### config.mk
export PLATFORM = sky130hd
export DESIGN_NAME = irq_resolver
export DESIGN_NICKNAME = d
export VERILOG_FILES = /design/src/rtl/irq_pkg.sv /design/src/rtl/irq_sync_bank.sv /design/src/rtl/irq_pend_track.sv /design/src/rtl/irq_prio_pick.sv /design/src/rtl/irq_resolver.sv
export SDC_FILE = /design/constraint.sdc
export NUM_CORES = 1
export LEC_CHECK = 0
export BUFFER_PORTS_ARGS = -buffer_cell sky130_fd_sc_hd__buf_2
export CAP_MARGIN = 20
export CORE_MARGIN = 1
export CORE_UTILIZATION = 50
export CTS_CLUSTER_DIAMETER = 120
export DETAILED_ROUTE_END_ITERATION = 12
export PLACE_DENSITY = 0.73
export SLEW_MARGIN = 10
export SYNTH_ARGS = -nofsm -noshare
export SYNTH_HDL_FRONTEND = slang
export SYNTH_SLANG_ARGS = --single-unit
### constraint.sdc
create_clock -name clk -period 1.7 [get_ports clk]
set_input_delay 0.17 -clock clk [delete_from_list [all_inputs] [get_ports clk]]
set_output_delay 0.17 -clock clk [all_outputs]
set_load 0.02 [all_outputs]
### src/rtl/irq_pkg.sv
package irq_pkg;

  // Number of physical request lines and width of the line-number vector.
  localparam int unsigned LINE_CNT = 11;
  localparam int unsigned VEC_BITS = 4;
  // First port index of the high-ranked group (lines 9..15).
  localparam int unsigned HI_BASE  = 5;
  localparam int unsigned HI_CNT   = LINE_CNT - HI_BASE;

  // Port index -> line number.
  function automatic int unsigned idx_to_line(int unsigned idx);
    if (idx < 5)      return idx + 3;
    else if (idx < 9) return idx + 4;
    else              return idx + 5;
  endfunction

  // Line number -> port index (unused numbers fold to 0).
  function automatic int unsigned line_to_idx(int unsigned line);
    if (line >= 3 && line <= 7)        return line - 3;
    else if (line >= 9 && line <= 12)  return line - 4;
    else if (line == 14 || line == 15) return line - 5;
    else                               return 0;
  endfunction

  // Rank (0 = highest) -> port index.
  function automatic int unsigned rank_to_idx(int unsigned rank);
    if (rank < HI_CNT) return rank + HI_BASE;
    else               return rank - HI_CNT;
  endfunction

  function automatic logic is_real_line(int unsigned line);
    return (line >= 3 && line <= 7) || (line >= 9 && line <= 12) ||
           line == 14 || line == 15;
  endfunction

endpackage

### src/rtl/irq_sync_bank.sv
module irq_sync_bank #(
  parameter int unsigned WIDTH  = 11,
  parameter int unsigned STAGES = 2
) (
  input  logic             clk,
  input  logic             rst_n,
  input  logic [WIDTH-1:0] async_in,
  output logic [WIDTH-1:0] sync_out
);

  localparam int unsigned LAST = STAGES - 1;

  for (genvar g = 0; g < WIDTH; g++) begin : g_line
    logic [STAGES-1:0] chain_q;

    always_ff @(posedge clk) begin
      if (!rst_n) chain_q <= '0;
      else        chain_q <= {chain_q[STAGES-2:0], async_in[g]};
    end

    assign sync_out[g] = chain_q[LAST];
  end

endmodule

### src/rtl/irq_pend_track.sv
module irq_pend_track #(
  parameter int unsigned WIDTH = 11
) (
  input  logic             clk,
  input  logic             rst_n,
  input  logic [WIDTH-1:0] level_in,
  input  logic [WIDTH-1:0] clr_in,
  output logic [WIDTH-1:0] rise_out,
  output logic [WIDTH-1:0] pend_out
);

  logic [WIDTH-1:0] prev_q;
  logic [WIDTH-1:0] pend_q;
  logic [WIDTH-1:0] pend_d;

  assign rise_out = level_in & ~prev_q;

  // A falling level cancels; an acknowledge clear beats a same-cycle edge.
  always_comb begin
    pend_d = (pend_q | rise_out) & level_in & ~clr_in;
  end

  always_ff @(posedge clk) begin
    if (!rst_n) begin
      prev_q <= '0;
      pend_q <= '0;
    end else begin
      prev_q <= level_in;
      pend_q <= pend_d;
    end
  end

  assign pend_out = pend_q;

endmodule

### src/rtl/irq_prio_pick.sv
module irq_prio_pick #(
  parameter int unsigned WIDTH = 11,
  parameter int unsigned VEC_W = 4
) (
  input  logic [WIDTH-1:0] cand_in,
  output logic             any_out,
  output logic [VEC_W-1:0] line_out
);

  import irq_pkg::*;

  logic [WIDTH-1:0] by_rank;
  logic [WIDTH:0]   taken;
  logic [WIDTH-1:0] win;
  logic [VEC_W-1:0] term [WIDTH];

  assign taken[0] = 1'b0;

  for (genvar r = 0; r < WIDTH; r++) begin : g_rank
    localparam int unsigned IDX  = rank_to_idx(r);
    localparam int unsigned LINE = idx_to_line(IDX);

    assign by_rank[r]  = cand_in[IDX];
    assign win[r]      = by_rank[r] & ~taken[r];
    assign taken[r+1]  = taken[r] | by_rank[r];
    assign term[r]     = win[r] ? VEC_W'(LINE) : '0;
  end

  always_comb begin
    line_out = '0;
    for (int r = 0; r < WIDTH; r++) line_out = line_out | term[r];
  end

  assign any_out = taken[WIDTH];

endmodule

### src/rtl/irq_resolver.sv
module irq_resolver #(
  parameter int unsigned NUM_LINES   = irq_pkg::LINE_CNT,
  parameter int unsigned VEC_W       = irq_pkg::VEC_BITS,
  parameter int unsigned SYNC_STAGES = 2
) (
  input  logic                 clk,
  input  logic                 rst_n,
  input  logic [NUM_LINES-1:0] irq_lines,
  input  logic [NUM_LINES-1:0] irq_mask,
  input  logic                 irq_ack,
  output logic                 irq_valid,
  output logic [VEC_W-1:0]     irq_vec
);

  import irq_pkg::*;

  logic [NUM_LINES-1:0] sync_lvl;
  logic [NUM_LINES-1:0] rise_w;
  logic [NUM_LINES-1:0] pend_q;
  logic [NUM_LINES-1:0] clr_w;
  logic [NUM_LINES-1:0] cand_w;
  logic                 any_w;
  logic [VEC_W-1:0]     line_w;

  irq_sync_bank #(.WIDTH(NUM_LINES), .STAGES(SYNC_STAGES)) u_sync (
    .clk      (clk),
    .rst_n    (rst_n),
    .async_in (irq_lines),
    .sync_out (sync_lvl)
  );

  // Consume handshake: clear only the bit behind the offered vector.
  always_comb begin
    clr_w = '0;
    for (int i = 0; i < NUM_LINES; i++) begin
      if (irq_valid && irq_ack && (idx_to_line(i) == 32'(irq_vec)))
        clr_w[i] = 1'b1;
    end
  end

  irq_pend_track #(.WIDTH(NUM_LINES)) u_pend (
    .clk      (clk),
    .rst_n    (rst_n),
    .level_in (sync_lvl),
    .clr_in   (clr_w),
    .rise_out (rise_w),
    .pend_out (pend_q)
  );

  assign cand_w = pend_q & ~irq_mask;

  irq_prio_pick #(.WIDTH(NUM_LINES), .VEC_W(VEC_W)) u_pick (
    .cand_in  (cand_w),
    .any_out  (any_w),
    .line_out (line_w)
  );

  always_ff @(posedge clk) begin
    if (!rst_n) begin
      irq_valid <= 1'b0;
      irq_vec   <= '0;
    end else begin
      irq_valid <= any_w;
      irq_vec   <= any_w ? line_w : '0;
    end
  end

endmodule

# == After elaboration in Yosys (flattened, before gate mapping) ==
# Cells that the tools add are included.
# op_classes
eq_ne,11
n_mux,22
bitwise,48
reduce_logical,13
# ops
op,n
11-bit bitwise AND,4
11-bit NOT,3
4-bit OR,7
4-bit == test (first input constant),6
4-bit 2-to-1 mux,6
3-bit by 4-bit == test with 1-bit output (first input constant),4
1-bit logical AND,12
3-bit 2-to-1 mux,4
4-bit by 3-bit OR with 4-bit output,3
1-bit 2-to-1 mux,11
11-bit OR,1
1-bit bitwise AND,10
1-bit NOT,10
1-bit OR,10
2-bit by 4-bit == test with 1-bit output (first input constant),1
2-bit 2-to-1 mux,1
2-bit AND reduction,1
# word_totals
reg_bits,49
in_bits,25
output_inout_bits,5
word_cells,109

# == Depth between registers and ports, before layout ==
# Gate-level depths: netlist of run 1.
# logic_depth
depth_word,15
mapped_depth,4
mapped_depth_nobuf,4

# == Cells and area by module ==
# Synthesis of run 1 repeated with hierarchy kept, for this count alone.
# hier_totals
hier_cells,185
hier_area_um2,1965.6
# by_module_without_submodules
module,instances,cells_each,area_each_um2,seq_area_each_um2
irq_pend_track,1,67,817.0,440.4
irq_sync_bank,1,57,703.2,440.4
irq_resolver,1,39,315.3,100.1
irq_prio_pick,1,22,130.1,0.0

# == Worst setup path after synthesis of run 1 ==
# OpenSTA, ideal clock, no wires.
# synth_path
path_kind,register -> register
from,"register u_pend.pend_q[10], in the netlist u_pend.pend_out[10]"
to,register irq_vec[2]
setup_time_ns,0.140
arrival_time_ns,1.202
t_required_ns,1.560
path_slack_ns,0.359
path_stages_with_launch,5
path_buffers,0
synth_period_minus_slack_ns,1.341
cell_sequence,dfxtp_1 nor2b_4 or3_4 o41ai_2 a211oi_1
# synth_via
elab_chain_cells,10
elab_cells_between_ends,28
cone_classes,mux (5); bitwise (22); reduce/logical (1)
# synth_rtl
item,line,rtl
from (decl),irq_pend_track.sv:13,logic [WIDTH-1:0] pend_q;
from (signal assigned),irq_pend_track.sv:29,pend_q <= pend_d;
11-bit bitwise AND *,irq_resolver.sv:50,assign cand_w = pend_q & ~irq_mask;
1-bit OR (2 in series),irq_prio_pick.sv:25,assign taken[r+1] = taken[r] | by_rank[r];
1-bit NOT or 1-bit OR (tied branches),"irq_prio_pick.sv:24, irq_prio_pick.sv:25",
"1-bit bitwise AND, or another cell as far along",irq_prio_pick.sv:24,assign win[r] = by_rank[r] & ~taken[r];
"3-bit 2-to-1 mux, or another cell as far along",irq_prio_pick.sv:26,assign term[r] = win[r] ? VEC_W'(LINE) : '0;
"4-bit OR, or another cell as far along",irq_prio_pick.sv:31,for (int r = 0; r < WIDTH; r++) line_out = line_out | term[r];
"4-bit by 3-bit OR with 4-bit output, or another cell as far along",irq_prio_pick.sv:31,
4-bit by 3-bit OR with 4-bit output or 3-bit 2-to-1 mux (tied branches),"irq_prio_pick.sv:31, irq_prio_pick.sv:26",
4-bit by 3-bit OR with 4-bit output,irq_prio_pick.sv:31,
to (signal assigned),irq_resolver.sv:64,irq_vec <= any_w ? line_w : '0;
to (decl),irq_resolver.sv:12,output logic [VEC_W-1:0] irq_vec
# Every way passes the cells marked *; elsewhere a longest branch is shown, timed or not.
# A chain may end at the register's enable or synchronous reset.

# == Worst setup path after layout of run 1 ==
# Ends and elaborated chain as after synthesis.

==> results.json, run 1 <==
{
  "fmax_ghz": 0.703,
  "cts_sinks": 49,
  "cap_violations": 0,
  "fp.dieW_um": 59.6,
  "synth_nets": 190,
  "grt_pass1_vias": 1118,
  "design_area_um2": 1990,
  "num_vias": 1196,
  "antenna_found_initial": 0,
  "synth_warnings": 0,
  "critPathCaptureType": "flop",
  "cts_root_buf": "clkbuf_4",
  "core-area_um2": 3100,
  "met2_usage": 0.302,
  "routed_wl_um": 2850,
  "critPathKind": "reg2reg",
  "final_cell_mix": "dfxtp_1 (49), and2_1 (33), buf_2 (29)",
  "portBuffers": 29,
  "synth_cell_types": 26,
  "drc": 0,
  "n_antenna_cell": 0,
  "synth.avg_cell_area_um2": 10.0,
  "drtAntennaViolNets": 0,
  "place_ws_ps": 291,
  "cts.path.max_buffers": 2,
  "grt_max_degree": 37,
  "cp_cell_sequence": "nor2b_4, or3_4, o41ai_2, a211oi_1",
  "utilization": 0.641,
  "tns_ps": 0,
  "hold_viol_final": 0,
  "dr.pass1.iters": 4,
  "area_delta_synth_final_pct": 19.9,
  "grt.busiest_layer": "met2",
  "grt_util_met1": 0.209,
  "gp_congestion": 0.932,
  "tightestPinTransition_ps": 519,
  "place_hpwl_um": 2000,
  "grt_setup_unrepaired": "no",
  "final_common_cell": "dfxtp_1",
  "start_util": 0.534,
  "gr-usage-all-layers": 0.184,
  "hold_path.class": "in2reg",
  "cp_max_fo": 4,
  "std_cell_rows": 20,
  "ys_ff_latch": 49,
  "grt_pass1_wl_um": 4670,
  "worst-path-buf-inv": 0,
  "drive_gt1_frac": 0.192,
  "power.density_nw_per_um2": 931,
  "startpoint_type": "flop",
  "outcome": "finished, final reports clean",
  "clk_pin_slew_ps": 130,
  "drt_first_iter_violations": 58,
  "cp_slowest_stage_delay_ps": 390,
  "place_area_um2": 1850,
  "dieHeight_um": 59.6,
  "vias_per_cell": 4.75,
  "wl_per_cell_um": 11.3,
  "crit_family": "simple AND/OR/NAND/NOR gates",
  "relSlewSlack": 0.651,
  "tritoncts": "yes",
  "htree_levels": 2,
  "finalClockSkew_ps": 5.48,
  "setup_viol": 0,
  "nets": 232,
  "insertion_delay_ps": 350,
  "min_period_ps": 1420,
  "slew_viol_final": 0,
  "worst_ep_required_time_ps": 1930,
  "syn_area_um2": 1660,
  "ioPinCount": 30,
  "cts_setup_buffers": 0,
  "cp_slowest_cell": "or3_4",
  "power_leakage_uw": 0.000844,
  "grt.overflow.total": 0,
  "peakVddDrop_uv": 519,
  "grt_use_met3": 0.0699,
  "setup_slack_ps": 277,
  "period_share": 0.837,
  "cts_inserted_buffers": 5,
  "cp_data_arrival_time_ps": 1650,
  "die_area_um2": 3550,
  "synth_cells": 165,
  "synth_seq_area_share": 0.592
}
[synthesized netlist by cell type]
master	count	area [um^2]
or3_4	1	11.3
nor2_1	5	18.8
or3_1	2	12.5
nor2b_4	2	27.5
o32a_1	1	10.0
nand3_1	2	10.0
a21boi_1	2	15.0
nand2_1	3	11.3
inv_1	15	56.3
nor3b_1	1	7.51
nand4_1	2	12.5
o41ai_2	1	16.3
a41oi_1	2	17.5
dfxtp_1	49	981
clkbuf_1	3	11.3
o21ai_1	2	10.0
nor2b_1	7	43.8
and3_1	1	6.26
a211oi_1	1	7.51
a21oi_1	6	30.0
o21ai_0	11	55.1
nand2b_1	5	31.3
nor3_1	3	15.0
and2_1	33	206
a221oi_1	1	8.76
a31oi_1	4	25.0
[metrics by stage]
stage | hold slack, ps | std cells | power, uW
3_3_place_gp | 375 | 235 | 1370
5_1_grt | 6.29 | 252 | 1950
3_5_place_dp | 378 | 235 | 1370
2_1_floorplan | 297 | 165 | 1320
4_1_cts | 3.49 | 251 | 1870
6_report | 28.0 | 252 | 1850
[logic make-up after synthesis]
| logic type | Yosys count | synth area share |
|---|---|---|
| AO/OA/AOI/OAI | 31 | 0.118 |
| AND/OR/NAND/NOR | 67 | 0.250 |
| flip-flops | 49 | 0.592 |
| buffers and inverters | 18 | 0.0408 |
[path summary, 6_finish.rpt]
path	start	to	slack [ps]	depth (start not counted)
max	u_pend.pend_out[10]$_SDFF_PN0_	irq_vec[2]$_SDFF_PN0_	280	4
min	irq_lines[10]	u_sync.g_line[10].chain_q[0]$_SDFF_PN0_	30	2
min reg2reg	u_pend.prev_q[4]$_SDFF_PN0_	u_pend.pend_out[4]$_SDFF_PN0_	430	1
max reg2reg	u_pend.pend_out[10]$_SDFF_PN0_	irq_vec[2]$_SDFF_PN0_	280	4
[flip-flops by register name, indices dropped and copies added (netlist names)]
register	flops
irq_valid	1
irq_vec	4
u_pend.pend_out	11
u_pend.prev_q	11
u_sync.g_line.chain_q	22
[report_power, final]
group	internal, uW	switching [uW]	leakage [uW]	total, uW
Combinational	78.2	69.1	0.000410	147
Clock	158	330	0.0000320	488
Sequential	1190	21.0	0.000402	1220
Total	1430	420	0.000844	1850
[final cells by class]
cell class	instances	area, um^2
clock buffers	6	41.3
clock inverters	2	10.0
fillers	265	1110
inverters	15	56.3
multi-input cells	98	609
flip-flops and latches	49	981
well taps	44	55.1
repair buffers	38	235
[routing by layer]
layer  vias up  share of wire
met4         0          0.024
met1       519           0.43
li1        626              -
met3         9          0.063
met2        42           0.48
met5         -              0
[repair_timing]
| item | CTS | global route |
|---|---|---|
| hold endpoints to repair | 8 | 1 |
| gates resized for setup | 0 | 0 |
| hold buffers | 8 | 1 |
(Power assumes the default switching activity.)
==> inputs of run 2 (changes only) <==
ABC_AREA = 1   (was not set)
PLACE_DENSITY = 0.72   (was 0.73)
clock period = 1.4 ns   (was 1.7 ns; I/O delays follow)
==> run 2 against run 1 <==
Net effect:
- clock power rose by 75%
- synthesized cell count is 37% higher
- first-iteration DRC count is 16% higher
- register-to-register slack got worse by 30 ps
- sequential share of layout area is 4.3 points lower
- sequential power rose by 20%
- non-clock buffer count grew 3
==> results.json, run 2 <==
{
  "cts_inserted_buffers": 5,
  "critPathKind": "reg2out",
  "area_delta_synth_final_pct": 21.3,
  "routed_wl_um": 2910,
  "cp_data_arrival_time_ps": 1120,
  "critPathCaptureType": "output pin",
  "crit_family": "flip-flops",
  "vias_per_cell": 4.34,
  "synth_top_area_cell": "dfxtp_1",
  "worst_ep_required_time_ps": 1260,
  "drive_gt1_frac": 0.196,
  "die_area_um2": 3830,
  "power_leakage_uw": 0.00126,
  "cp_slowest_cell": "dfxtp_1",
  "ys_ff_latch": 49,
  "insertion_delay_ps": 370,
  "worst-path-buf-inv": 1,
  "n_antenna_cell": 0,
  "place_area_um2": 1980,
  "cts_sinks": 49,
  "grt_pass1_wl_um": 4800,
  "place_hpwl_um": 2080,
  "tritoncts": "yes",
  "cap_violations": 0,
  "yosysMostFrequentCell": "inv_1",
  "hold_path.class": "in2reg",
  "yosys.area.top_type_share": 0.546,
  "startpoint_type": "flop",
  "relSlewSlack": 0.770,
  "holdCritStartpoint": "rst_n",
  "power.total_uw": 2540,
  "synth_edf_count": 0,
  "synth_cell_types": 24,
  "tns_ps": 0,
  "synthArstFlopShare": 0,
  "cts_root_buf": "clkbuf_4",
  "fmax_ghz": 0.794,
  "grt.overflow.total": 0,
  "synth_commonest_cells": "inv_1 (63), nand2_1 (54), dfxtp_1 (49)",
  "power.density_nw_per_um2": 1160,
  "htree_levels": 2,
  "antenna_found_initial": 0,
  "r2r-end": "irq_vec[1]$_SDFF_PN0_",
  "holdBufCountCts": 11,
  "grt_setup_unrepaired": "no",
  "drc": 0,
  "max_flop_register": "u_sync.g_line.chain_q",
  "hold_viol_final": 0,
  "synth_seq_area_share": 0.546,
  "largest_reg_flops": 22,
  "start_util": 0.530,
  "grt_max_degree": 20,
  "synthFlopType": "dfxtp_1",
  "worstRegToRegCells": 6,
  "reg2reg_slack_ps": 250,
  "final_common_cell": "inv_1",
  "final_cell_mix": "inv_1 (63), nand2_1 (54), dfxtp_1 (49)",
  "period_share": 0.899,
  "slew_viol_final": 0,
  "syn_area_um2": 1800,
  "min_path_cells": 3,
  "nets": 295,
  "gp_congestion": 0.797,
  "finalClockSkew_ps": 10.2,
  "r2r-start": "u_pend.pend_out[6]$_SDFF_PN0_",
  "wl_per_cell_um": 9.18,
  "fillers": 296,
  "drt_first_iter_violations": 67,
  "std_cell_rows": 21,
  "clk_pin_slew_ps": 150,
  "drtAntennaViolNets": 0,
  "num_vias": 1375,
  "cts_setup_buffers": 0,
  "synth.avg_cell_area_um2": 7.94,
  "design_area_um2": 2180,
  "core-area_um2": 3390,
  "dieHeight_um": 61.9,
  "tightestPinTransition_ps": 345,
  "synth_cells": 226,
  "grt_pass1_vias": 1217,
  "outcome": "finished, final reports clean",
  "cp_slowest_stage_delay_ps": 520,
  "cp_cell_sequence": "buf_2",
  "min_to": "u_sync.g_line[1].chain_q[1]$_SDFF_PN0_",
  "setup_viol": 0,
  "cts_resized": 0,
  "synth_nets": 251,
  "ys_top_cells_by_area": "dfxtp_1 (55%), inv_1 (13%), nand2_1 (11%)",
  "portBuffers": 29,
  "ioPinCount": 30,
  "peakVddDrop_uv": 918,
  "gr-usage-all-layers": 0.176,
  "synth_warnings": 0,
  "cts.path.max_buffers": 2,
  "cp_max_fo": 7,
  "dr.pass1.iters": 4,
  "min_period_ps": 1260,
  "fp.dieW_um": 61.9
}
[run 2: tightest hold or removal path: cells and delay by family]
family | cells | cell delay [ps]
simple gates | 1 | 90
buf+inv | 2 | 250
[run 2: worst max-delay path by stage]
stage          cells past startpoint                          start                            end  slack, ps
5_1_grt                            1          irq_vec[2]$_SDFF_PN0_                     irq_vec[2]         80
4_1_cts                            1          irq_vec[2]$_SDFF_PN0_                     irq_vec[2]        150
3_3_place_gp                       6  u_pend.pend_out[6]$_SDFF_PN0_          irq_vec[1]$_SDFF_PN0_        300
2_1_floorplan                      5           irq_valid$_SDFF_PN0_  u_pend.pend_out[5]$_SDFF_PN0_        360
6_report                           1          irq_vec[2]$_SDFF_PN0_                     irq_vec[2]        140
3_5_place_dp                       6  u_pend.pend_out[6]$_SDFF_PN0_          irq_vec[1]$_SDFF_PN0_        280
[run 2: layout make-up]
class	count	area, um^2	area share
Timing Repair Buffer	41	263	0.121
Inverter	63	236	0.109
Clock buffer	5	37.5	0.0172
Clock inverter	3	47.5	0.0218
Sequential cell	49	981	0.450
Tap cell	46	57.6	0.0264
Multi-Input combinational cell	110	556	0.255
[run 2: cell families (layout without fill, tap and decap cells)]
logic type      Yosys count  in the layout  synth area share
compound gates           15             15            0.0564
buf+inv                  67            112             0.144
flops                    49             49             0.546
simple gates             95             95             0.253
[run 2: power breakdown]
| part | total (uW) | switching (uW) | internal [uW] |
|---|---|---|---|
| clock | 852 | 462 | 389 |
| sequential | 1470 | 25.1 | 1450 |
| combinational | 211 | 114 | 96.4 |
[run 2: per-stage QoR]
step / worst slack [ps] / hold slack [ps] / utilization / std cells
global route: 80.8 / 132 / 0.643 / 317
detailed placement: 280 / 323 / 0.585 / 298
CTS: 148 / 126 / 0.643 / 317
global placement: 305 / 319 / 0.585 / 298
floorplan: 358 / 238 / - / 226
finish: 141 / 141 / 0.643 / 317
[run 2: layer usage]
metal	wire length [um]	up-vias	GRT usage
met5	0	-	0
met4	20	0	0.0952
met3	159	2	0.0455
met2	1360	41	0.296
met1	1370	589	0.205
li1	-	743	-
==> inputs of run 3 (changes only) <==
ABC_AREA = 0   (was 1)
PLACE_DENSITY = 0.73   (was 0.72)
clock period = 1.25 ns   (was 1.4 ns; I/O delays follow)
==> run 3 against run 2 <==
Net effect:
- the flow now finishes with violations (setup timing)
- first-iteration DRC count decreased by 39%
- cell count decreased by 16%
- combinational power increased by 15%
- flip-flop and latch count unchanged
- sequential power increased by 12%
- count of clock-buffer cells in the layout increased by 2
- routed wire length increased by 4.4%
- power increased by 1.9%
- critical path type is now reg2reg
- critical endpoint is now irq_vec[0]$_SDFF_PN0_
- largest cell class unchanged
==> results.json, run 3 (synthesized netlist as in run 1, its figures left out) <==
{
  "clk_pin_slew_ps": 120,
  "violations": "setup timing",
  "final_cell_mix": "dfxtp_1 (46), and2_1 (33), buf_2 (29)",
  "hold_path.class": "in2reg",
  "ioPinCount": 30,
  "grt.overflow.total": 0,
  "portBuffers": 29,
  "setup_slack_ps": -138,
  "n_antenna_cell": 0,
  "critPathKind": "reg2reg",
  "grt_pass1_vias": 1262,
  "power.density_nw_per_um2": 1210,
  "cp_data_arrival_time_ps": 1680,
  "holdCritStartpoint": "irq_ack",
  "cts_sinks": 49,
  "dpl.cell_count": 246,
  "gp_congestion": 0.928,
  "wl_met1_um": 1350,
  "drc": 0,
  "grt_pass1_wl_um": 5130,
  "nets": 246,
  "antenna_found_initial": 0,
  "area_delta_synth_final_pct": 28.9,
  "cts_inserted_buffers": 5,
  "std_cell_rows": 20,
  "grt_max_degree": 25,
  "place_hpwl_um": 2200,
  "wl_per_cell_um": 11.5,
  "drive_gt1_frac": 0.258,
  "seq_area_um2": 985,
  "fillers": 265,
  "cts.path.max_buffers": 2,
  "min_period_ps": 1390,
  "place_area_um2": 1950,
  "start_util": 0.534,
  "design_area_um2": 2140,
  "route.met2.wl_um": 1490,
  "max_flop_register": "u_sync.g_line.chain_q",
  "worstRegToRegCells": 4,
  "r2r-end": "irq_vec[0]$_SDFF_PN0_",
  "fp.dieW_um": 59.6,
  "reg2reg_slack_ps": -140,
  "dieHeight_um": 59.6,
  "worst_ep_required_time_ps": 1540,
  "tritoncts": "yes",
  "cp_cell_sequence": "nor2b_4, or3_4, or3_1, a31oi_1",
  "cp_slowest_stage_delay_ps": 390,
  "die_area_um2": 3550,
  "routed_wl_um": 3040,
  "crit_family": "simple AND/OR/NAND/NOR gates",
  "cap_violations": 0,
  "worst-path-buf-inv": 0,
  "gr-usage-all-layers": 0.201,
  "final_common_cell": "dfxtp_1",
  "grt_setup_unrepaired": "yes",
  "multi_input_area_um2": 641,
  "fmax_ghz": 0.720,
  "peakVddDrop_uv": 836,
  "core-area_um2": 3100,
  "htree_levels": 2,
  "drtAntennaViolNets": 0,
  "drt_first_iter_violations": 41,
  "wl_met3_um": 125,
  "power_leakage_uw": 0.000921,
  "cp_slowest_cell": "or3_4",
  "hold_viol_final": 0,
  "finalClockSkew_ps": 6.30,
  "cts_root_buf": "clkbuf_4",
  "highest_layer": "met4",
  "vias_per_cell": 4.79,
  "slew_viol_final": 0,
  "critPathCaptureType": "flop",
  "period_share": 1.11,
  "tightestPinTransition_ps": 465,
  "dr.pass1.iters": 4,
  "num_vias": 1269,
  "min_path_cells": 2,
  "cp_max_fo": 2,
  "stdcell_count": 265,
  "largest_reg_flops": 22,
  "startpoint_type": "flop",
  "r2r-start": "u_pend.pend_out[10]$_SDFF_PN0_",
  "outcome": "finished with violations",
  "insertion_delay_ps": 350,
  "min_to": "u_pend.pend_out[2]$_SDFF_PN0_",
  "setup_viol": 4,
  "relSlewSlack": 0.688
}
## run 3: changes by cell type in the layout (fill, tap and decap cells not counted), sizes merged, moves of 10 or more
cell | previous run | this run
and2 | 0 | 33
buf | 30 | 41
inv | 65 | 15
nand2 | 62 | 3
nor2 | 19 | 5
o21ai | 3 | 13
## run 3: cell type report
| class | instances | share of cell area |
|---|---|---|
| inverters | 15 | 0.0263 |
| flip-flops and latches | 49 | 0.461 |
| clock buffers | 7 | 0.0258 |
| well taps | 44 | 0.0258 |
| repair buffers | 52 | 0.162 |
| multi-input cells | 98 | 0.300 |
## run 3: power by group
group          internal (uW)  switching, uW  leakage [uW]
logic                    133            109      0.000486
clock network            266            427     0.0000314
registers               1620           23.8      0.000403
total                   2020            561      0.000921
## run 3: stage by stage
step | setup TNS [ps] | util | hold slack [ps] | power (uW) | worst slack [ps]
after floorplan | -166 | - | 252 | 1800 | -70.6
after global placement | -205 | 0.629 | 333 | 1890 | -72.1
after detailed placement | -348 | 0.629 | 335 | 1900 | -125
after CTS | -387 | 0.688 | 1.79 | 2620 | -144
after global routing | -579 | 0.689 | 2.06 | 2710 | -184
final | -405 | 0.689 | 11.3 | 2590 | -138
## run 3: what timing repair did
action | 4_1_cts | 5_1_grt
hold endpoints to repair | 11 | 0
cloned | 0 | 0
hold buffers | 11 | 0
setup endpoints to repair | 4 | 5
gates resized for setup | 3 | 2
buffers inserted | 1 | 0
pin swaps | 1 | 1
## run 3: worst max path at each step
stage / startpoint / slack [ps] / depth (start not counted) / endpoint
final: u_pend.pend_out[10]$_SDFF_PN0_ / -140 / 4 / irq_vec[0]$_SDFF_PN0_
after detailed placement: u_pend.pend_out[2]$_SDFF_PN0_ / -120 / 4 / irq_vec[2]$_SDFF_PN0_
after floorplan: u_pend.pend_out[10]$_SDFF_PN0_ / -70 / 4 / irq_vec[0]$_SDFF_PN0_
after global placement: u_pend.pend_out[10]$_SDFF_PN0_ / -70 / 4 / irq_vec[0]$_SDFF_PN0_
after CTS: u_pend.pend_out[10]$_SDFF_PN0_ / -140 / 4 / irq_vec[0]$_SDFF_PN0_
after global routing: u_pend.pend_out[10]$_SDFF_PN0_ / -180 / 4 / irq_vec[0]$_SDFF_PN0_
## run 3: per-layer routing
layer	vias to the layer above	global-route usage
met5	-	0
met4	0	0.113
met3	10	0.0480
met2	36	0.339
met1	572	0.233
li1	651	-
